### src/rtl/cr_seq_pkg.sv
package cr_seq_pkg;
  localparam int FIELD_W = 4;
  localparam int CRB_W   = $clog2(FIELD_W);

  typedef enum logic [1:0] {
    SEL_NORM   = 2'd0,
    SEL_FFIRST = 2'd1,
    SEL_RSVD   = 2'd2,
    SEL_PRED   = 2'd3
  } mode_sel_e;

  typedef struct packed {
    mode_sel_e        sel;
    logic             bit_op;
    logic             inv;
    logic [CRB_W-1:0] crbit;
    logic             zero;
    logic             snz;
    logic             vli;
  } elem_cfg_t;
endpackage

### src/rtl/cr_seq_decode.sv
module cr_seq_decode
  import cr_seq_pkg::*;
#(
  parameter int MODE_W = 24
) (
  input  logic [MODE_W-1:0] mode_i,
  input  logic              bit_op_i,
  output elem_cfg_t         cfg_o
);
  localparam int SEL_LO = 19;
  localparam int INV_B  = 21;
  localparam int CRB_LO = 22;
  localparam int ZLO_B  = 4;
  localparam int AUX_B  = 5;
  localparam int ZHI_B  = 23;

  mode_sel_e sel;
  logic      unused_mode;

  assign sel         = mode_sel_e'(mode_i[SEL_LO+1:SEL_LO]);
  assign unused_mode = ^{mode_i[ZLO_B-1:0], mode_i[SEL_LO-1:AUX_B+1]};

  always_comb begin
    cfg_o        = '0;
    cfg_o.sel    = sel;
    cfg_o.bit_op = bit_op_i;
    cfg_o.inv    = mode_i[INV_B];
    cfg_o.crbit  = mode_i[CRB_LO +: CRB_W];
    cfg_o.snz    = (sel == SEL_PRED) ? mode_i[AUX_B] : 1'b0;
    cfg_o.vli    = (sel == SEL_FFIRST) ? mode_i[AUX_B] : 1'b0;
    unique case (sel)
      SEL_NORM:   cfg_o.zero = mode_i[ZHI_B];
      SEL_FFIRST: cfg_o.zero = mode_i[ZLO_B];
      SEL_PRED:   cfg_o.zero = bit_op_i ? mode_i[ZHI_B] : mode_i[ZLO_B];
      default:    cfg_o.zero = 1'b0;
    endcase
  end
endmodule

### src/rtl/cr_seq_elem.sv
module cr_seq_elem
  import cr_seq_pkg::*;
(
  input  elem_cfg_t          cfg_i,
  input  logic               mask_i,
  input  logic [FIELD_W-1:0] res_i,
  output logic               wr_o,
  output logic [FIELD_W-1:0] data_o,
  output logic               fail_o
);
  logic [FIELD_W-1:0] fill, comp, val;
  logic               skip, tbit, pass;

  // substitute: full copy in field mode, bit 0 only in single-bit mode
  for (genvar k = 0; k < FIELD_W; k++) begin : g_fill
    if (k == 0) begin : g_lsb
      assign fill[k] = cfg_i.snz;
    end else begin : g_hi
      assign fill[k] = cfg_i.snz & ~cfg_i.bit_op;
    end
  end

  assign comp = cfg_i.bit_op ? {{(FIELD_W-1){1'b0}}, res_i[0]} : res_i;
  assign val  = mask_i ? comp : fill;
  assign skip = ~mask_i & ~cfg_i.zero;
  assign tbit = cfg_i.bit_op ? val[0] : val[cfg_i.crbit];
  assign pass = (tbit == cfg_i.inv);

  always_comb begin
    wr_o   = 1'b0;
    fail_o = 1'b0;
    data_o = val;
    if (!skip) begin
      unique case (cfg_i.sel)
        SEL_NORM:   wr_o = 1'b1;
        SEL_FFIRST: begin
          wr_o   = pass | cfg_i.vli;
          fail_o = ~pass;
        end
        SEL_PRED:   wr_o = pass;
        default:    wr_o = 1'b0;
      endcase
    end
  end

  always_comb begin
    if (!mask_i && wr_o && !cfg_i.bit_op)
      AST_FIELD_FILL: assert ($countones(data_o) == 0 || $countones(data_o) == FIELD_W);
    if (cfg_i.bit_op)
      AST_BIT_DATA: assert (data_o[FIELD_W-1:1] == '0);
  end
endmodule

### src/rtl/cr_seq_walk.sv
module cr_seq_walk
  import cr_seq_pkg::*;
#(
  parameter int MAX_VL = 16,
  parameter int VL_W   = $clog2(MAX_VL + 1),
  parameter int IDX_W  = $clog2(MAX_VL)
) (
  input  logic                      clk_i,
  input  logic                      rst_ni,
  input  logic                      start_i,
  input  elem_cfg_t                 cfg_i,
  input  logic [VL_W-1:0]           vl_i,
  input  logic [MAX_VL-1:0]         mask_i,
  input  logic [MAX_VL*FIELD_W-1:0] res_i,
  output elem_cfg_t                 cur_cfg_o,
  output logic                      cur_mask_o,
  output logic [FIELD_W-1:0]        cur_res_o,
  input  logic                      ev_wr_i,
  input  logic [FIELD_W-1:0]        ev_data_i,
  input  logic                      ev_fail_i,
  output logic                      busy_o,
  output logic                      wr_o,
  output logic [IDX_W-1:0]          wr_idx_o,
  output logic [FIELD_W-1:0]        wr_data_o,
  output logic                      done_o,
  output logic [VL_W-1:0]           vl_o,
  output logic                      illegal_o
);
  localparam logic [VL_W-1:0] VL_CAP = VL_W'(MAX_VL);

  logic                      busy_q;
  logic [IDX_W-1:0]          idx_q;
  logic [VL_W-1:0]           vl_q, vl_clip, idx_ext;
  elem_cfg_t                 cfg_q;
  logic [MAX_VL-1:0]         mask_q;
  logic [MAX_VL*FIELD_W-1:0] res_q;
  logic                      last;

  assign vl_clip    = (vl_i > VL_CAP) ? VL_CAP : vl_i;
  assign idx_ext    = VL_W'(idx_q);
  assign last       = (idx_ext + 1'b1) == vl_q;
  assign cur_cfg_o  = cfg_q;
  assign cur_mask_o = mask_q[idx_q];
  assign cur_res_o  = res_q[idx_q*FIELD_W +: FIELD_W];
  assign busy_o     = busy_q;

  always_ff @(posedge clk_i or negedge rst_ni) begin
    if (!rst_ni) begin
      busy_q    <= 1'b0;
      idx_q     <= '0;
      vl_q      <= '0;
      cfg_q     <= '0;
      mask_q    <= '0;
      res_q     <= '0;
      wr_o      <= 1'b0;
      wr_idx_o  <= '0;
      wr_data_o <= '0;
      done_o    <= 1'b0;
      vl_o      <= '0;
      illegal_o <= 1'b0;
    end else begin
      wr_o      <= 1'b0;
      done_o    <= 1'b0;
      illegal_o <= 1'b0;
      if (!busy_q) begin
        if (start_i) begin
          cfg_q  <= cfg_i;
          mask_q <= mask_i;
          res_q  <= res_i;
          vl_q   <= vl_clip;
          idx_q  <= '0;
          if (cfg_i.sel == SEL_RSVD) begin
            done_o    <= 1'b1;
            illegal_o <= 1'b1;
            vl_o      <= '0;
          end else if (vl_clip == '0) begin
            done_o <= 1'b1;
            vl_o   <= '0;
          end else begin
            busy_q <= 1'b1;
          end
        end
      end else begin
        wr_o      <= ev_wr_i;
        wr_idx_o  <= idx_q;
        wr_data_o <= ev_data_i;
        if (ev_fail_i) begin
          done_o <= 1'b1;
          vl_o   <= cfg_q.vli ? idx_ext + 1'b1 : idx_ext;
          busy_q <= 1'b0;
        end else if (last) begin
          done_o <= 1'b1;
          vl_o   <= vl_q;
          busy_q <= 1'b0;
        end else begin
          idx_q <= idx_q + 1'b1;
        end
      end
    end
  end

  AST_IDX_STEP: assert property (@(posedge clk_i) disable iff (!rst_ni)
    busy_q && $past(busy_q) |-> idx_q == IDX_W'($past(idx_q) + 1'b1));
  AST_VL_BOUND: assert property (@(posedge clk_i) disable iff (!rst_ni)
    done_o |-> vl_o <= vl_q);
  AST_DONE_IDLE: assert property (@(posedge clk_i) disable iff (!rst_ni)
    done_o |-> !busy_q);
  AST_ILLEGAL_QUIET: assert property (@(posedge clk_i) disable iff (!rst_ni)
    illegal_o |-> done_o && !wr_o && vl_o == '0);
  AST_START_IGNORED: assert property (@(posedge clk_i) disable iff (!rst_ni)
    busy_q && start_i |=> $stable(vl_q) && $stable(mask_q) && $stable(res_q));
endmodule

### src/rtl/cr_vec_seq.sv
module cr_vec_seq
  import cr_seq_pkg::*;
#(
  parameter int MAX_VL = 16,
  parameter int MODE_W = 24,
  localparam int VL_W  = $clog2(MAX_VL + 1),
  localparam int IDX_W = $clog2(MAX_VL)
) (
  input  logic                      clk_i,
  input  logic                      rst_ni,
  input  logic                      start_i,
  input  logic [MODE_W-1:0]         mode_i,
  input  logic                      bit_op_i,
  input  logic [VL_W-1:0]           vl_i,
  input  logic [MAX_VL-1:0]         mask_i,
  input  logic [MAX_VL*FIELD_W-1:0] res_i,
  output logic                      busy_o,
  output logic                      wr_o,
  output logic [IDX_W-1:0]          wr_idx_o,
  output logic [FIELD_W-1:0]        wr_data_o,
  output logic                      done_o,
  output logic [VL_W-1:0]           vl_o,
  output logic                      illegal_o
);
  elem_cfg_t          dec_cfg, cur_cfg;
  logic               cur_mask, ev_wr, ev_fail;
  logic [FIELD_W-1:0] cur_res, ev_data;

  cr_seq_decode #(.MODE_W(MODE_W)) u_dec (
    .mode_i   (mode_i),
    .bit_op_i (bit_op_i),
    .cfg_o    (dec_cfg)
  );

  cr_seq_walk #(.MAX_VL(MAX_VL), .VL_W(VL_W), .IDX_W(IDX_W)) u_walk (
    .clk_i      (clk_i),
    .rst_ni     (rst_ni),
    .start_i    (start_i),
    .cfg_i      (dec_cfg),
    .vl_i       (vl_i),
    .mask_i     (mask_i),
    .res_i      (res_i),
    .cur_cfg_o  (cur_cfg),
    .cur_mask_o (cur_mask),
    .cur_res_o  (cur_res),
    .ev_wr_i    (ev_wr),
    .ev_data_i  (ev_data),
    .ev_fail_i  (ev_fail),
    .busy_o     (busy_o),
    .wr_o       (wr_o),
    .wr_idx_o   (wr_idx_o),
    .wr_data_o  (wr_data_o),
    .done_o     (done_o),
    .vl_o       (vl_o),
    .illegal_o  (illegal_o)
  );

  cr_seq_elem u_elem (
    .cfg_i  (cur_cfg),
    .mask_i (cur_mask),
    .res_i  (cur_res),
    .wr_o   (ev_wr),
    .data_o (ev_data),
    .fail_o (ev_fail)
  );
endmodule

### config.mk
export PLATFORM = sky130hd
export DESIGN_NAME = cr_vec_seq
export DESIGN_NICKNAME = d
export VERILOG_FILES = /design/src/rtl/cr_seq_pkg.sv /design/src/rtl/cr_seq_decode.sv /design/src/rtl/cr_seq_elem.sv /design/src/rtl/cr_seq_walk.sv /design/src/rtl/cr_vec_seq.sv
export SDC_FILE = /design/constraint.sdc
export NUM_CORES = 1
export LEC_CHECK = 0
export ABC_AREA = 1
export BUFFER_PORTS_ARGS = -buffer_cell sky130_fd_sc_hd__buf_2
export CELL_PAD_IN_SITES_DETAIL_PLACEMENT = 0
export CELL_PAD_IN_SITES_GLOBAL_PLACEMENT = 2
export CORE_ASPECT_RATIO = 0.6
export CORE_MARGIN = 1.5
export CORE_UTILIZATION = 30
export CTS_CLUSTER_SIZE = 12
export DETAILED_ROUTE_END_ITERATION = 16
export PLACE_DENSITY_LB_ADDON = 0.1
export SYNTH_ARGS = -nofsm -noshare
export SYNTH_HDL_FRONTEND = slang
export SYNTH_SLANG_ARGS = --single-unit
### constraint.sdc
create_clock -name clk_i -period 2.6 [get_ports clk_i]
set_input_delay 0.39 -clock clk_i [delete_from_list [all_inputs] [get_ports clk_i]]
set_output_delay 0.39 -clock clk_i [all_outputs]
set_load 0.05 [all_outputs]
==> results of run 1 <==
per-stage QoR:
step           worst slack [ns]  std cells  cell area (um2)  utilization (%)
6_report                  0.202       1111             7230             39.9
5_1_grt                 -0.0488       1111             7230             39.9
4_1_cts                  0.0930       1104             7090             39.1
3_5_place_dp              0.108       1071             6480             35.8
3_3_place_gp              0.116       1071             6480             35.8
2_1_floorplan             0.511        734             5560                -
power breakdown:
part | internal [mW] | total [mW] | switching [mW]
registers | 2.61 | 3.07 | 0.456
clock network | 1.48 | 2.38 | 0.899
logic | 1.57 | 4.45 | 2.88
total | 5.66 | 9.90 | 4.24
critical path, stage by stage, from the launching register on:
cell and delay (ns):
dfrtp_2 0.45, inv_2 0.10, buf_6 0.17, nand2_1 0.06, nand3_1 0.07, nand3_1 0.08, nand3_1 0.09, nand2_1 0.18
nand2_1 0.12, nand3_1 0.07, nand3_1 0.10, nand3_2 0.12, nand2_2 0.10, nand2_4 0.07, nand3_4 0.13, nand2_4 0.10
inv_4 0.09, nor2_4 0.04, nand2_1 0.06, nand2_1 0.05
cells by family (layout without fill, tap and decap cells):
logic type	Yosys count	after routing	share of synthesized area, %
AND/OR/NAND/NOR	433	433	32.0
AO/OA/AOI/OAI	82	82	7.72
adder cells (fa/ha/maj)	1	1	0.225
buffers and inverters	98	235	7.47
flip-flops	115	115	51.8
XOR/XNOR	5	5	0.788
state kept, by name (all words and copies together), names as in the netlist, 4 cells and up:
| signal | flops |
|---|---|
| u_walk.cur_cfg_o | 9 |
| u_walk.idx_q | 4 |
| u_walk.mask_q | 16 |
| u_walk.res_q | 64 |
| u_walk.vl_o | 5 |
| u_walk.vl_q | 5 |
| u_walk.wr_data_o | 4 |
| u_walk.wr_idx_o | 4 |
synth_stat cells (all sizes together):
| cell | n |
|---|---|
| nand2 | 339 |
| dfrtp | 115 |
| o21ai | 70 |
| nand3 | 68 |
| inv | 60 |
| clkbuf | 26 |
| nor2 | 16 |
| buf | 12 |
| nand4 | 6 |
| o22ai | 6 |
| xor2 | 4 |
| a21oi | 3 |
| or2 | 2 |
| a211oi | 1 |
| ha | 1 |
| nor3 | 1 |
| nor4 | 1 |
| o211ai | 1 |
| o31ai | 1 |
| xnor2 | 1 |
layout make-up:
class,instances,area (um2)
fillers,1967,10900
multi-input cells,521,2310
flip-flops and latches,115,2880
clock buffers,19,453
inverters,60,228
well taps,240,300
clock inverters,13,149
repair buffers,143,910
routing by layer:
metal | wire length [um] | up-vias
met2 | 6780 | 103
li1 | - | 2563
met3 | 688 | 7
met4 | 78 | 0
met1 | 9060 | 2327
met5 | 0 | -
worst paths after layout:
check	from	to	cells after the start
max in group asynchronous	rst_ni	u_walk.res_q[54]	3
min reg2reg	u_walk.vl_o[4]	u_walk.vl_o[4]	2
max reg2reg	u_walk.idx_q[0]	u_walk.vl_o[2]	19
min in group asynchronous	rst_ni	u_walk.res_q[4]	2
max	u_walk.idx_q[0]	u_walk.vl_o[2]	19
min	mask_i[5]	u_walk.mask_q[5]	3
repair_timing:
item,4_1_cts,5_1_grt
endpoints found under the setup margin,0,12
buffers inserted,0,6
resized for setup,0,19
hold endpoints to repair,23,0
hold buffers,1,0
==> results.md, run 1 <==
* Die W at between 150 and 200 um
* Wire per inst at roughly 15 um
* Violation count after the first detailed-routing iteration at 243
* Clock Tree Buf Depth at 2
* Slew headroom at between 60% and 70%
* Most common cell after layout, fill and taps aside: nand2_1
* First-pass GRT wire length at 27100 um
* FF-to-FF setup slack at about 0.2 ns
* Most frequent cells in the layout: 334 x nand2_1, 114 x dfrtp_1, 111 x buf_2
* Distinct cell type count after synthesis at 30
* GRT Max-Usage Layer: met1
* FP Rows at 38
* Routed wire length at 16600 um
* Floorplan core area at roughly 0.018 mm2
* Final TNS setup at 0 ns
* Final Cycle Share at between 90% and 100%
* # setup viols final at 0
* Gr usage total at 18.5%
* Vias in the first global route at roughly 5000
* Startpoint class of the critical path: flop
* Leading area contributor after synthesis: dfrtp_1
* Via density at around 4.5
* Antenna diode count at 0
* Post-synth top area share at just over 50%
* Clock slew at reported path FFs at 0.06 ns
* Synth Area per Inst at about 7.6 um2
* Sequential fraction of the synthesis area at about half
* GR Util met3 at approximately 3.8%
* GPL Wtd Cong at just under 0.8
* Max IR drop VDD at roughly 620 uV
* Number of antenna-violating nets in the routed design at 0
* Synthesized area at 0.00556 mm2
* RSZ-0062 raised after global routing: true
* Synth Instances at 734
* Maxcap violations at 0
* TritonCTS clock tree: done
* Clock skew at 0.00810 ns
* Crit-path max FO at 14
* Number of I/O pins at 130
* Leak Pwr at between 3 and 4 nW
* Pwr Density at about 1400 mW/mm2
* Fin nets at 972
* Status: complete, no violations
* HP Class: input port to flop
* Layout cells sized above 1 at between 20% and 30%
* Port bufs at approximately 110
* Clock tree sinks at between 100 and 150
* Final hold viol count at 0
* Critical Path RT at 2.90 ns
* P&R area growth vs syn at 30.0%
* Net Count, Synth at between 800 and 900
* Num CTS Buffers at 17
* Clk_lat worst skew at between 0.4 and 0.5 ns
* Initial antenna violation count at 0
* Overall power at between 9 and 10 mW
* H-tree depth at 4
* Actual slew at the worst max-slew pin at approximately 0.53 ns
* Residual DRC count at 0
* Die H at roughly 110 um
* Syn. warnings at 0
* Crit. End Element: flop
* Die area at 0.0194 mm2
* Via count at 5000
* GR Util met2 at roughly a quarter
* Final min period at around 2.4 ns
* Fin Hold WS at 0.176 ns
* Detailed Place HPWL at about 12000 um
* Met1 Usage GRT at 28.6%
* CTS root buffer: clkbuf_16
* Top cells by area, synth: dfrtp_1 52%, nand2_1 23%, nand3_1 5.9%
* Pins Over Slew Limit at 0
* Remaining global-route overflow at 0
* Largest net degree at the start of global routing at roughly 130
* F_max at roughly 420 MHz
* WS Path Type: flop to flop
* Critical Path AT at between 2 and 3 ns
* Initial Util at 30.7%
* DR pass1 iterations at 5
* #FFs+latches synth at around 120
Power figures use the tool's default switching activity.
==> run 2, diff against run 1 <==
- CORE_UTILIZATION: 30 -> 33
- SETUP_SLACK_MARGIN: not set -> 0.5
- clock period: 2.6 -> 2.9 ns (I/O delays scaled with it)
==> results.md, run 2 (synthesized netlist as in run 1, its figures left out) <==
* Clock Tree Buf Depth at 2 (unchanged)
* Floorplan core area at 0.0164 mm2 (was 0.0181 mm2)
* Worst r2r src: u_walk.idx_q[0] (unchanged)
* Worst path cell trace: buf_6 -> clkbuf_16 -> ha_1 -> xor2_1 -> xor2_1 -> nor4_1 -> nor2_1 -> nand2_8 -> inv_6 -> nor2_4 -> nand2_1 -> nand2_1 (was inv_2 -> buf_6 -> nand2_1 -> nand3_1 -> nand3_1 -> nand3_1 -> nand2_1 -> nand2_1 -> nand3_1 -> nand3_1 -> nand3_2 -> nand2_2 -> nand2_4 -> nand3_4 -> nand2_4 -> inv_4 -> nor2_4 -> nand2_1 -> nand2_1)
* Violation count after the first detailed-routing iteration at 293 (was 243)
* Pwr Density at 1280 mW/mm2 (was 1370 mW/mm2)
* Maxcap violations at 0 (unchanged)
* Gr usage total at 20.1% (was 18.5%)
* First-pass GRT wire length at 27100 um (about the same)
* Clock Power Share at 22.6% (was 24.0%)
* Switching part of the total at 43.3% (was 42.8%)
* Number of antenna-violating nets in the routed design at 0 (unchanged)
* Slew headroom at 52.1% (was 64.5%)
* WS Path Type: flop to flop (unchanged)
* Via density at 4.63 (was 4.50)
* # setup viols final at 0 (unchanged)
* Number of I/O pins at 130 (unchanged)
* Vias in the first global route at 5023 (was 5031)
* Highest routed layer: met4 (unchanged)
* Final Worst Setup Slack at 0.337 ns (was 0.202 ns)
* Port bufs at 112 (unchanged)
* Most frequent cells in the layout: 321 x nand2_1, 114 x dfrtp_1, 111 x buf_2 (was 334 x nand2_1, 114 x dfrtp_1, 111 x buf_2)
* Filler Cell Count at 1719 (was 1967)
* TritonCTS clock tree: done (unchanged)
* Wire per inst at 15.5 um (was 14.9 um)
* CTS root buffer: clkbuf_16 (unchanged)
* Final hold viol count at 0 (unchanged)
* CTS Hold Bufs at 0 (was 1)
* Die area at 0.0177 mm2 (was 0.0194 mm2)
* Layout cells sized above 1 at 26.1% (was 22.6%)
* Via count at 5115 (was 5000)
* Status: complete, no violations (unchanged)
* Pins Over Slew Limit at 0 (unchanged)
* Clock slew at reported path FFs at 0.06 ns (about the same)
* Leak Pwr at 3.90 nW (was 3.79 nW)
* Remaining global-route overflow at 0 (unchanged)
* Most common cell after layout, fill and taps aside: nand2_1 (unchanged)
* Final TNS setup at 0 ns (unchanged)
* Clock skew at 0.00962 ns (was 0.00810 ns)
* F_max at 390 MHz (was 417 MHz)
* Initial Util at 34.0% (was 30.7%)
* Initial antenna violation count at 0 (unchanged)
* Wl on met1 at 9180 um (was 9060 um)
* Residual DRC count at 0 (unchanged)
* Crit path buf inv count at 3 (unchanged)
* Worst path max stage delay at 0.48 ns (was 0.45 ns)
* Startpoint class of the critical path: flop (unchanged)
* Largest register FFs at 64 (unchanged)
* Die W at 171 um (was 179 um)
* Net switching power at 4.17 mW (was 4.24 mW)
* Pre-CTS setup slack at 0.109 ns (was 0.108 ns)
* Crit. End Element: flop (unchanged)
* FF-to-FF setup slack at 0.34 ns (was 0.20 ns)
* Fin Hold WS at 0.0420 ns (was 0.176 ns)
* GPL Wtd Cong at 0.794 (was 0.773)
* Final Cycle Share at 88.4% (was 92.2%)
* Clock tree sinks at 115 (unchanged)
* P&R area growth vs syn at 35.4% (was 30.0%)
* Die H at 104 um (was 108 um)
* Routed wire length at 17200 um (was 16600 um)
* Cell class contributing the biggest share of worst-path delay: simple AND/OR/NAND/NOR gates (unchanged)
* Combinational share of power at 49.0% (was 45.0%)
* Critical Path AT at 2.92 ns (was 2.70 ns)
* Slowest cell on crit path: dfrtp_4 (was dfrtp_2)
* HP Class: input port to asynchronous set/reset pin (was input port to flop)
* Max IR drop VDD at 490 uV (was 621 uV)
* RSZ-0062 raised after global routing: true (unchanged)
* Antenna diode count at 0 (unchanged)
* Largest net degree at the start of global routing at 131 (unchanged)
* Met3 routed WL at 834 um (was 688 um)
* DR pass1 iterations at 4 (was 5)
* Sequential power share at 28.4% (was 31.0%)
* Actual slew at the worst max-slew pin at 0.719 ns (was 0.532 ns)
* Critical Path RT at 3.26 ns (was 2.90 ns)
* Num CTS Buffers at 17 (unchanged)
* Clk_lat worst skew at 0.42 ns (was 0.41 ns)
* Metal2 WL at 7000 um (was 6780 um)
* Final min period at 2.56 ns (was 2.40 ns)
* Detailed Place HPWL at 11100 um (was 11800 um)
* Internal at 5.46 mW (was 5.66 mW)
* Biggest register: u_walk.res_q (unchanged)
* Fin nets at 978 (was 972)
* Crit. Startpoint: u_walk.idx_q[0] (unchanged)
* H-tree depth at 4 (unchanged)
* Crit-path max FO at 14 (unchanged)
* FP Rows at 36 (was 38)
run 2: area by class of cell:
| cell class | instances | area (um2) | area share, % |
|---|---|---|---|
| inverters | 60 | 245 | 3.26 |
| repair inverters | 2 | 20.0 | 0.266 |
| repair buffers | 146 | 1010 | 13.4 |
| clock inverters | 15 | 184 | 2.44 |
| flip-flops and latches | 115 | 2880 | 38.3 |
| well taps | 228 | 285 | 3.79 |
| multi-input cells | 522 | 2470 | 32.9 |
| clock buffers | 17 | 425 | 5.65 |
run 2: power by group through the flow:
| stage | clock (mW) | combinational (mW) | sequential (mW) |
|---|---|---|---|
| 2_1_floorplan | 0 | 2.38 | 2.95 |
| 3_3_place_gp | 0 | 3.61 | 2.72 |
| 3_5_place_dp | 0 | 3.66 | 2.73 |
| 4_1_cts | 2.21 | 4.01 | 2.74 |
| 5_1_grt | 2.29 | 5.26 | 2.82 |
| 6_report | 2.18 | 4.72 | 2.73 |
run 2: layer usage:
| metal | vias up | GRT usage (%) |
|---|---|---|
| li1 | 2583 | - |
| met1 | 2396 | 31.4 |
| met2 | 126 | 27.4 |
| met3 | 10 | 4.55 |
| met4 | 0 | 4.93 |
| met5 | - | 0 |
run 2: timing repair:
| action | CTS | global route |
|---|---|---|
| gates cloned | 3 | 5 |
| hold endpoints to repair | 0 | 0 |
| endpoints found under the setup margin | 12 | 12 |
| setup buffers | 7 | 7 |
| pin swaps | 5 | 20 |
| gates resized for setup | 18 | 49 |
run 2: worst register-to-register path, delay by kind of cell, from the launching register on:
family,cells,cell delay (ns)
simple gates,6,0.95
flops,1,0.48
xor+xnor,2,0.45
buf+inv,3,0.39
fa+ha+maj,1,0.22
run 2: metrics by stage:
| stage | instances | area [um2] | power [mW] | utilization (%) |
|---|---|---|---|---|
| floorplan | 734 | 5560 | 5.33 | - |
| global placement | 1051 | 6360 | 6.33 | 38.9 |
| detailed placement | 1051 | 6360 | 6.39 | 38.9 |
| CTS | 1093 | 7160 | 8.95 | 43.8 |
| global route | 1105 | 7530 | 10.4 | 46.0 |
| finish | 1105 | 7530 | 9.63 | 46.0 |
run 2: worst paths after layout:
| path | end | cells after the start |
|---|---|---|
| max in group asynchronous | u_walk.cur_cfg_o[1] | 2 |
| hold / removal | u_walk.res_q[3] | 1 |
| hold reg to reg | u_walk.res_q[13] | 2 |
| min in group clk_i | u_walk.res_q[4] | 3 |
| setup / recovery | u_walk.vl_o[3] | 12 |
| setup reg to reg | u_walk.vl_o[3] | 12 |
==> run 3, diff against run 2 <==
--- a/config.mk
+++ b/config.mk
@@ -13,3 +13,4 @@
 export CORE_MARGIN = 1.5
-export CORE_UTILIZATION = 33
+export CORE_UTILIZATION = 28
+export CTS_BUF_LIST = sky130_fd_sc_hd__clkbuf_4
 export CTS_CLUSTER_SIZE = 12
==> constraint.sdc (replaced) <==
create_clock -name clk_i -period 2.2 [get_ports clk_i]
set_input_delay 0.33 -clock clk_i [delete_from_list [all_inputs] [get_ports clk_i]]
set_output_delay 0.33 -clock clk_i [all_outputs]
set_load 0.02 [all_outputs]
==> results.md, run 3 (synthesized netlist as in run 1, its figures left out) <==
* Final TNS setup at -2.37 ns (was 0 ns)
* Clock Tree Buf Depth at 2 (unchanged)
* WS Path Type: flop to flop (unchanged)
* Gr usage total at 18.2% (was 20.1%)
* Layout cells sized above 1 at 26.8% (was 26.1%)
* Slowest cell on crit path: dfrtp_2 (was dfrtp_4)
* Most common cell after layout, fill and taps aside: nand2_1 (unchanged)
* Crit-path max FO at 16 (was 14)
* Residual DRC count at 0 (unchanged)
* Slew headroom at 71.9% (was 52.1%)
* Biggest register: u_walk.res_q (unchanged)
* Clk_lat worst skew at 0.55 ns (was 0.42 ns)
* Crit. End Element: flop (unchanged)
* Routed wire length at 18100 um (was 17200 um)
* Largest register FFs at 64 (unchanged)
* CTS root buffer: clkbuf_4 (was clkbuf_16)
* Number of I/O pins at 130 (unchanged)
* Pins Over Slew Limit at 0 (unchanged)
* Final Worst Setup Slack at -0.226 ns (was 0.337 ns)
* P&R area growth vs syn at 43.6% (was 35.4%)
* Critical Path RT at 2.68 ns (was 3.26 ns)
* Detailed Place HPWL at 12800 um (was 11100 um)
* RSZ-0062 raised after global routing: true (unchanged)
* Floorplan core area at 0.0192 mm2 (was 0.0164 mm2)
* Clock skew at 0.0265 ns (was 0.00962 ns)
* First-pass GRT wire length at 28900 um (was 27100 um)
* Register-to-Register Path Depth at 20 (was 12)
* Worst r2r src: u_walk.idx_q[0] (unchanged)
* Clock slew at reported path FFs at 0.11 ns (was 0.06 ns)
* Worst path max stage delay at 0.49 ns (was 0.48 ns)
* Worst path cell trace: buf_6 -> buf_12 -> o21ai_2 -> nand2_1 -> nand3_1 -> nand3_1 -> nand2_2 -> nand2_2 -> nand2_2 -> nand2_2 -> nand3_2 -> nand3_4 -> nand2_4 -> nand2_4 -> buf_4 -> nand4_1 -> nand2_1 -> nor2_1 -> nand2_1 -> nand2_1 (was buf_6 -> clkbuf_16 -> ha_1 -> xor2_1 -> xor2_1 -> nor4_1 -> nor2_1 -> nand2_8 -> inv_6 -> nor2_4 -> nand2_1 -> nand2_1)
* Final Cycle Share at 110% (was 88.4%)
* Critical Path AT at 2.90 ns (was 2.92 ns)
* FF+latch area at 0.00288 mm2 (about the same)
* Number of antenna-violating nets in the routed design at 0 (unchanged)
* Largest net degree at the start of global routing at 77 (was 131)
* Most frequent cells in the layout: 321 x nand2_1, 113 x dfrtp_1, 111 x buf_2 (was 321 x nand2_1, 114 x dfrtp_1, 111 x buf_2)
* FF-to-FF setup slack at -0.23 ns (was 0.34 ns)
* Fin nets at 1061 (was 978)
* Initial Util at 28.9% (was 34.0%)
* Via density at 4.44 (was 4.63)
* Actual slew at the worst max-slew pin at 0.422 ns (was 0.719 ns)
* Overall power at 11.4 mW (was 9.63 mW)
* Initial antenna violation count at 1 (was 0)
* Pre-CTS setup slack at -0.323 ns (was 0.109 ns)
* Final min period at 2.43 ns (was 2.56 ns)
* H-tree depth at 4 (unchanged)
* Leak Pwr at 4.09 nW (was 3.90 nW)
* Wire per inst at 14.7 um (was 15.5 um)
* DR pass1 iterations at 4 (unchanged)
* Die H at 112 um (was 104 um)
* Footprint of the multi-input gates at 0.00252 mm2 (was 0.00247 mm2)
* HP Class: input port to flop (was input port to asynchronous set/reset pin)
* Clock tree sinks at 115 (unchanged)
* TritonCTS clock tree: done (unchanged)
* Hold Crit Depth at 3
* Worst Hold End: u_walk.res_q[51]
* Pwr Density at 1430 mW/mm2 (was 1280 mW/mm2)
* Crit path buf inv count at 3 (unchanged)
* Remaining global-route overflow at 0 (unchanged)
* Cell class contributing the biggest share of worst-path delay: simple AND/OR/NAND/NOR gates (unchanged)
* # setup viols final at 13 (was 0)
* Non-filler instance count after layout at 1227 (was 1105)
* Hold path startpoint: res_i[51]
* Cells after DPL at 1118 (was 1051)
* Worst r2r dst: u_walk.vl_o[2] (was u_walk.vl_o[3])
* Failing checks: setup timing
* Vias in the first global route at 5529 (was 5023)
* Max IR drop VDD at 514 uV (was 490 uV)
* Final hold viol count at 0 (unchanged)
* Status: finished, violations left (was complete, no violations)
* Port bufs at 112 (unchanged)
* Num CTS Buffers at 17 (unchanged)
* Startpoint class of the critical path: flop (unchanged)
* F_max at 412 MHz (was 390 MHz)
* Die area at 0.0207 mm2 (was 0.0177 mm2)
* FP Rows at 39 (was 36)
* Via count at 5452 (was 5115)
* Maxcap violations at 0 (unchanged)
* Filler Cell Count at 2085 (was 1719)
* Violation count after the first detailed-routing iteration at 314 (was 293)
* Die W at 185 um (was 171 um)
* GPL Wtd Cong at 0.843 (was 0.794)
==> run 3: cell types whose count changed in the layout (fill, tap and decap cells not counted), moves of 4 or more <==
cell	change
o21ai_1	+4
buf_4	+24
nand3_1	-4
clkbuf_16	-21
clkbuf_4	+20
dlygate4sd3_1	+65
clkinv_4	-5
nand3_2	+4
o21ai_0	-7
==> run 3: per-layer routing <==
metal  track usage, %  up-vias  share of wire (%)  wire (um)
met4             4.99        0               0.92        167
met3             3.24       16                3.9        710
li1                 -     2747                  -          -
met1             27.5     2573                 54       9690
met5                0        -                  0          0
met2             26.6      116                 42       7530
==> run 3: layout make-up <==
| class | instances | share of cell area, % |
|---|---|---|
| timing repair buffer | 231 | 21.8 |
| multi-input combinational | 522 | 31.6 |
| clock buffer | 20 | 1.88 |
| sequential | 115 | 36.1 |
| inverter | 60 | 3.07 |
| antenna | 1 | 0.0313 |
| tap | 266 | 4.17 |
| clock inverter | 12 | 1.44 |
==> run 3: power breakdown <==
group / leakage (nW) / total (mW) / internal (mW) / switching, mW
clock network: 0.143 / 1.55 / 0.693 / 0.857
registers: 1.44 / 3.66 / 3.08 / 0.578
logic: 2.51 / 6.22 / 2.58 / 3.64
==> run 3: how the worst max path moves through the flow <==
stage                    startpoint               to  slack [ns]  cells past startpoint
finish              u_walk.idx_q[0]   u_walk.vl_o[2]       -0.23                     20
global route        u_walk.idx_q[0]   u_walk.vl_o[3]       -0.39                     21
CTS                 u_walk.idx_q[0]   u_walk.vl_o[2]       -0.19                     21
detailed placement  u_walk.idx_q[0]  u_walk.idx_q[0]       -0.32                     14
global placement    u_walk.idx_q[0]   u_walk.vl_o[3]       -0.28                     17
floorplan           u_walk.idx_q[0]   u_walk.vl_o[1]        0.15                     18
==> run 3: worst register-to-register path, stage by stage (launching register included) <==
cell	delay [ns]
dfrtp_2	0.49
buf_6	0.16
buf_12	0.15
o21ai_2	0.14
nand2_1	0.06
nand3_1	0.09
nand3_1	0.10
nand2_2	0.13
nand2_2	0.06
nand2_2	0.08
nand2_2	0.06
nand3_2	0.08
nand3_4	0.10
nand2_4	0.08
nand2_4	0.06
buf_4	0.14
nand4_1	0.06
nand2_1	0.06
nor2_1	0.13
nand2_1	0.07
nand2_1	0.07
==> run 3: stage by stage <==
| stage | instance area (um2) | utilization, % | hold WS [ns] |
|---|---|---|---|
| final | 7980 | 41.5 | 0.0356 |
| after global routing | 7980 | 41.5 | 0.0202 |
| after CTS | 7880 | 41.0 | 0.000901 |
| after detailed placement | 6710 | 34.9 | 0.290 |
| after global placement | 6710 | 34.9 | 0.290 |
| after floorplan | 5590 | - | 0.0344 |
==> run 3: repair_timing <==
action	4_1_cts	5_1_grt
gates resized for setup	48	27
endpoints found under the setup margin	17	17
hold buffers	65	0
buffers inserted	9	1
pin swaps	17	15
endpoints found under the hold margin	88	0
gates cloned	1	0
